**src/rtl/gpio_ctl_pkg.sv**
```systemverilog
package gpio_ctl_pkg;

    typedef enum logic [1:0] {
        WR_PLAIN   = 2'd0,
        WR_SETCLR  = 2'd1,
        WR_SETONLY = 2'd2
    } wr_style_e;

    typedef enum logic [1:0] {
        DIR_NONE   = 2'd0,
        DIR_OUT_HI = 2'd1,
        DIR_IN_HI  = 2'd2
    } dir_style_e;

    localparam int OFS_DATA = 0;
    localparam int OFS_SET  = 1;
    localparam int OFS_CLR  = 2;
    localparam int OFS_DIR  = 3;

endpackage

```
**src/rtl/gpio_bit_order.sv**
```systemverilog
module gpio_bit_order #(
    parameter int W   = 8,
    parameter bit REV = 1'b0
) (
    input  logic [W-1:0] din,
    output logic [W-1:0] dout
);

    generate
        if (REV) begin : g_rev
            for (genvar i = 0; i < W; i++) begin : g_bit
                assign dout[i] = din[W-1-i];
            end
        end else begin : g_fwd
            assign dout = din;
        end
    endgenerate

endmodule

```
**src/rtl/gpio_in_sync.sv**
```systemverilog
module gpio_in_sync #(
    parameter int W      = 8,
    parameter int STAGES = 2
) (
    input  logic         clk,
    input  logic         rst_n,
    input  logic [W-1:0] din,
    output logic [W-1:0] dout
);

    logic [W-1:0] stg [STAGES];

    always_ff @(posedge clk or negedge rst_n) begin
        if (!rst_n) begin
            for (int k = 0; k < STAGES; k++) stg[k] <= '0;
        end else begin
            stg[0] <= din;
            for (int k = 1; k < STAGES; k++) stg[k] <= stg[k-1];
        end
    end

    assign dout = stg[STAGES-1];

endmodule

```
**src/rtl/gpio_out_latch.sv**
```systemverilog
module gpio_out_latch
    import gpio_ctl_pkg::*;
#(
    parameter int        W        = 8,
    parameter wr_style_e WR_STYLE = WR_SETCLR
) (
    input  logic         clk,
    input  logic         rst_n,
    input  logic         wr_data,
    input  logic         wr_set,
    input  logic         wr_clr,
    input  logic [W-1:0] wdata,
    output logic [W-1:0] latch_q
);

    logic unused_sink;
    assign unused_sink = ^{wr_data, wr_set, wr_clr};

    generate
        if (WR_STYLE == WR_PLAIN) begin : g_plain
            always_ff @(posedge clk or negedge rst_n) begin
                if (!rst_n)       latch_q <= '0;
                else if (wr_data) latch_q <= wdata;
            end
        end else if (WR_STYLE == WR_SETCLR) begin : g_setclr
            logic [W-1:0] set_m, clr_m;
            assign set_m = wr_set ? wdata : '0;
            assign clr_m = wr_clr ? wdata : '0;
            always_ff @(posedge clk or negedge rst_n) begin
                if (!rst_n)                latch_q <= '0;
                else if (wr_set || wr_clr) latch_q <= (latch_q | set_m) & ~clr_m;
            end
        end else begin : g_setonly
            always_ff @(posedge clk or negedge rst_n) begin
                if (!rst_n)      latch_q <= '0;
                else if (wr_set) latch_q <= wdata;
            end
        end
    endgenerate

endmodule

```
**src/rtl/gpio_dir_reg.sv**
```systemverilog
module gpio_dir_reg
    import gpio_ctl_pkg::*;
#(
    parameter int         W         = 8,
    parameter dir_style_e DIR_STYLE = DIR_OUT_HI
) (
    input  logic         clk,
    input  logic         rst_n,
    input  logic         wr_dir,
    input  logic [W-1:0] wdata,
    output logic [W-1:0] dir_rd,
    output logic [W-1:0] oe_reg
);

    logic unused_sink;
    assign unused_sink = ^{clk, rst_n, wr_dir, wdata};

    generate
        if (DIR_STYLE == DIR_NONE) begin : g_none
            assign dir_rd = '0;
            assign oe_reg = '1;
        end else begin : g_reg
            localparam logic [W-1:0] RST_VAL = (DIR_STYLE == DIR_IN_HI) ? '1 : '0;
            logic [W-1:0] dir_q;
            always_ff @(posedge clk or negedge rst_n) begin
                if (!rst_n)      dir_q <= RST_VAL;
                else if (wr_dir) dir_q <= wdata;
            end
            assign dir_rd = dir_q;
            if (DIR_STYLE == DIR_IN_HI) begin : g_inv
                assign oe_reg = ~dir_q;
            end else begin : g_pos
                assign oe_reg = dir_q;
            end
        end
    endgenerate

endmodule

```
**src/rtl/mmio_gpio_ctrl.sv**
```systemverilog
module mmio_gpio_ctrl
    import gpio_ctl_pkg::*;
#(
    parameter int         W            = 8,
    parameter int         ADDR_W       = 3,
    parameter int         SYNC_STAGES  = 2,
    parameter wr_style_e  WR_STYLE     = WR_SETCLR,
    parameter dir_style_e DIR_STYLE    = DIR_OUT_HI,
    parameter bit         REVERSED     = 1'b0,
    parameter bit         SET_READABLE = 1'b1
) (
    input  logic              clk,
    input  logic              rst_n,
    input  logic [ADDR_W-1:0] bus_addr,
    input  logic              bus_we,
    input  logic [W-1:0]      bus_wdata,
    output logic [W-1:0]      bus_rdata,
    input  logic [W-1:0]      pin_in,
    output logic [W-1:0]      pin_out,
    output logic [W-1:0]      pin_oe
);

    localparam logic [ADDR_W-1:0] A_DATA = ADDR_W'(OFS_DATA);
    localparam logic [ADDR_W-1:0] A_SET  = ADDR_W'(OFS_SET);
    localparam logic [ADDR_W-1:0] A_CLR  = ADDR_W'(OFS_CLR);
    localparam logic [ADDR_W-1:0] A_DIR  = ADDR_W'(OFS_DIR);
    localparam bit SET_VISIBLE = (WR_STYLE == WR_SETONLY) && SET_READABLE;

    logic         wr_data, wr_set, wr_clr, wr_dir;
    logic [W-1:0] pin_sync, in_reg, latch_q, dir_rd, oe_reg;

    assign wr_data = bus_we && (bus_addr == A_DATA);
    assign wr_set  = bus_we && (bus_addr == A_SET);
    assign wr_clr  = bus_we && (bus_addr == A_CLR);
    assign wr_dir  = bus_we && (bus_addr == A_DIR);

    gpio_in_sync #(.W(W), .STAGES(SYNC_STAGES)) u_sync (
        .clk(clk), .rst_n(rst_n), .din(pin_in), .dout(pin_sync)
    );

    gpio_bit_order #(.W(W), .REV(REVERSED)) u_ord_in (
        .din(pin_sync), .dout(in_reg)
    );

    gpio_out_latch #(.W(W), .WR_STYLE(WR_STYLE)) u_latch (
        .clk(clk), .rst_n(rst_n), .wr_data(wr_data), .wr_set(wr_set),
        .wr_clr(wr_clr), .wdata(bus_wdata), .latch_q(latch_q)
    );

    gpio_bit_order #(.W(W), .REV(REVERSED)) u_ord_out (
        .din(latch_q), .dout(pin_out)
    );

    gpio_dir_reg #(.W(W), .DIR_STYLE(DIR_STYLE)) u_dir (
        .clk(clk), .rst_n(rst_n), .wr_dir(wr_dir), .wdata(bus_wdata),
        .dir_rd(dir_rd), .oe_reg(oe_reg)
    );

    gpio_bit_order #(.W(W), .REV(REVERSED)) u_ord_oe (
        .din(oe_reg), .dout(pin_oe)
    );

    always_comb begin
        bus_rdata = '0;
        if (bus_addr == A_DATA) begin
            bus_rdata = in_reg;
        end else if (bus_addr == A_SET) begin
            if (SET_VISIBLE) bus_rdata = latch_q;
        end else if (bus_addr == A_DIR) begin
            bus_rdata = dir_rd;
        end
    end

endmodule

```
**config.mk**
```make
export PLATFORM = sky130hd
export DESIGN_NAME = mmio_gpio_ctrl
export DESIGN_NICKNAME = d
export VERILOG_FILES = /design/src/rtl/gpio_ctl_pkg.sv /design/src/rtl/gpio_bit_order.sv /design/src/rtl/gpio_in_sync.sv /design/src/rtl/gpio_out_latch.sv /design/src/rtl/gpio_dir_reg.sv /design/src/rtl/mmio_gpio_ctrl.sv
export SDC_FILE = /design/constraint.sdc
export NUM_CORES = 1
export LEC_CHECK = 0
export CORE_AREA = 3 3 62 64
export DETAILED_ROUTE_END_ITERATION = 10
export DIE_AREA = 0 0 65 67
export PLACE_DENSITY = 0.74
export SETUP_SLACK_MARGIN = 0.2
export SYNTH_ARGS = -nofsm -noshare
export SYNTH_HDL_FRONTEND = slang
export SYNTH_SLANG_ARGS = --single-unit
```
**constraint.sdc**
```tcl
create_clock -name clk -period 1.1 [get_ports clk]
set_clock_uncertainty 0.1 [all_clocks]
set_input_delay 0.22 -clock clk [delete_from_list [all_inputs] [get_ports clk]]
set_output_delay 0.22 -clock clk [all_outputs]
set_load 0.005 [all_outputs]
```
==> Implementation_results.wiki, run 1 <==
{| class="wikitable"
! Metric !! Value
|-
| TritonCTS Sinks || 32
|-
| Flop2flop setup slack || -150 ps
|-
| Fin. max-slew vios || 0
|-
| Chip height || 67 um
|-
| CP Capture Type || output port
|-
| Routed Wire Length || 4730 um
|-
| Number of iterations in the first detailed-routing pass || 4
|-
| Placed wire-length estimate after detailed placement || 2380 um
|-
| Layout cell share with drive strength beyond 1 || 0.594
|-
| TritonCTS clock tree || yes
|-
| All-Layer GR Usage || 0.201
|-
| Worst slew pin tran || 253 ps
|-
| Input/output buffers || 45
|-
| Biggest area consumer among synthesized cells || dfrtp_1
|-
| Final setup violation count || 29
|-
| Violations in the final reports || setup timing
|-
| Flops & latches, synth || 32
|-
| Worst-path maximum fanout || 2
|-
| Logic depth of the worst register-to-register path || 4
|-
| Number of global-route vias before repair || 1234
|-
| Total power of the final layout || 3.17 mW
|-
| Critical path class || reg -> out
|-
| Origin of the worst setup path || u_dir.dir_rd[4]$_DFFE_PN0P_
|-
| R2r endpoint || u_dir.dir_rd[4]$_DFFE_PN0P_
|-
| Floorplan Core Area || 3340 um^2
|-
| Std cell rows || 21
|-
| Data arrival time of the critical path || 1160 ps
|-
| Worst relative slew slack || 0.831
|-
| Number of buffers created by CTS || 5
|-
| Area share of the leading cell type in the synthesized netlist || 0.616
|-
| Number of warnings issued by yosys || 0
|-
| Kind of path behind the tightest hold check || in -> async
|-
| Number of maximum-capacitance constraint violations || 0
|-
| Cell family contributing the most delay on the critical path || flip-flops
|-
| Clock slew at reported path FFs || 110 ps
|-
| Starting DRC count in detailed routing || 55
|-
| Portion of the post-synthesis area used by sequential elements || 0.616
|-
| Die area || 4360 um^2
|-
| Post-synthesis instance area || 1300 um^2
|-
| Routed wire length per instance || 19.9 um
|-
| Grt ovf || 0
|-
| Area growth from synthesis to layout || 87.0%
|-
| Antenna fix cells || 0
|-
| Library cell used as clock root buffer || clkbuf_4
|-
| Endpoints failing hold || 0
|-
| Period utilisation layout || 1.35
|-
| Nets || 214
|-
| F_max || 0.675 GHz
|-
| First-pass GRT wire length || 6250 um
|-
| P per Cell Area || 1300 nW/um^2
|-
| Static leakage power || 1.12 nW
|-
| Commonest cells after routing, fill and taps aside || buf_6, dfrtp_1, buf_2
|-
| Biggest cell delay along the critical path || 430 ps
|-
| Worst vdd rail ir drop || 0.759 mV
|-
| FF-to-FF Start || u_dir.dir_rd[4]$_DFFE_PN0P_
|-
| Pin count of the biggest net entering global routing || 33
|-
| Setup repair after global routing missed its margin || yes
|-
| Library cells used by synthesis || 19
|-
| Die width || 65 um
|-
| Type of element launching the critical path || flop
|-
| Cts-stage hold buffer count || 0
|-
| Sum of buffers and inverters on the critical path || 1
|-
| Slowest library cell on the worst path || dfrtp_1
|-
| Crit path time final || 1480 ps
|-
| Share of the core filled with cells in the final layout || 0.729
|-
| Sequence of cells on the critical path || a22oi_2, nor2_1, buf_2
|-
| Post-detailed-route via-to-cell ratio || 5.16
|-
| Initial antenna violation count || 0
|-
| Cell count after synthesis || 99
|-
| DR vias || 1228
|-
| Cell types occupying the most area after synthesis || dfrtp_1, mux2_4, a22oi_1
|-
| Top-level I/O count || 46
|-
| Critical Path RT || 780 ps
|-
| Most frequent standard cell in the layout excluding fill and tap cells || buf_6
|-
| Net count of the mapped netlist || 121
|-
| Least setup slack across all paths after layout || -381 ps
|-
| Fillcell total || 229
|-
| Status || finished with violations
|-
| CTS H-tree depth || 2
|-
| Drt drc || 0
|-
| Clk_lat worst skew || 340 ps
|-
| Clock Path Buffers || 2
|-
| Average size of a mapped cell || 13.1 um^2
|-
| Initial core utilization || 0.390
|-
| Number of routed nets with antenna violations || 0
|-
| Routability Congestion || 0.727
|}
-- where the power goes --
group	internal [mW]	total [mW]	switching [mW]	leakage (nW)
clock network	0.362	0.761	0.399	0.0374
registers	1.28	1.37	0.0865	0.392
logic	0.668	1.04	0.370	0.694
-- cells in the mapped netlist, drive strengths merged --
library cell / n
clkbuf: 1
nand2: 1
nand3b: 6
nor2: 11
a21oi: 8
and2b: 1
and2: 1
buf: 5
o21ai: 6
a22oi: 8
a31oi: 8
dfrtp: 32
mux2: 8
nand4b: 2
inv: 1
-- layer usage --
layer	GRT usage	vias to the layer above	share of wire
met5	0	-	0
met4	0.0923	0	0.046
li1	-	543	-
met2	0.358	57	0.52
met3	0.0607	20	0.057
met1	0.219	608	0.37
-- logic make-up after synthesis --
| kind of cell | Yosys count | synth area share |
|---|---|---|
| multiplexers | 8 | 0.0924 |
| AND/OR/NAND/NOR | 22 | 0.110 |
| flip-flops | 32 | 0.616 |
| AO/OA/AOI/OAI | 30 | 0.139 |
| buffers and inverters | 7 | 0.0433 |
-- worst reg2reg max path: stages, from the launching register on --
cell and delay, ps:
dfrtp_1 430, buf_6 140, buf_6 110, buf_6 100, mux2_4 250
-- flip-flops by register name, summed over array words and instances, names as in the netlist --
| name | cells |
|---|---|
| u_dir.dir_rd | 8 |
| u_sync.dout | 8 |
| u_sync.stg | 8 |
| u_latch.latch_q | 8 |
-- area by class of cell --
cell class | instances | area (um^2) | share of cell area
sequential | 32 | 801 | 0.329
timing repair buffer | 92 | 908 | 0.374
multi-input combinational | 60 | 596 | 0.245
tap | 46 | 57.6 | 0.0237
inverter | 1 | 3.75 | 0.00154
clock buffer | 7 | 65.1 | 0.0268
-- timing repair --
action | in CTS | in global routing
gates cloned | 2 | 0
buffers inserted | 10 | 11
pin swaps | 15 | 10
gates resized for setup | 162 | 37
endpoints found under the setup margin | 40 | 40
-- worst max-delay path by stage --
stage                                   to  slack (ps)  cells after the start
2_1_floorplan  u_dir.dir_rd[0]$_DFFE_PN0P_        -120                      5
3_3_place_gp                  bus_rdata[6]        -970                      6
3_5_place_dp                  bus_rdata[7]        -990                      6
4_1_cts                       bus_rdata[3]        -380                      3
5_1_grt                       bus_rdata[4]        -430                      3
6_report                      bus_rdata[4]        -380                      3
-- metrics by stage --
stage	instances	setup slack (ps)	area, um^2	TNS [ps]	hold slack [ps]
6_report	238	-381	2430	-6090	126
2_1_floorplan	99	-124	1340	-996	-176
4_1_cts	227	-376	2200	-5460	107
3_5_place_dp	208	-986	1960	-20390	235
3_3_place_gp	208	-973	1960	-19860	233
5_1_grt	238	-431	2430	-7130	128
(Power assumes the default switching activity.)
==> inputs of run 2 (changes only) <==
--- a/config.mk
+++ b/config.mk
@@ -10,6 +10,7 @@
 export DIE_AREA = 0 0 65 67
 export PLACE_DENSITY = 0.74
 export SETUP_SLACK_MARGIN = 0.2
+export SLEW_MARGIN = 20
 export SYNTH_ARGS = -nofsm -noshare
 export SYNTH_HDL_FRONTEND = slang
 export SYNTH_SLANG_ARGS = --single-unit
==> results of run 2 <==
Final layout, timing and power as in run 1 (identical DEF).
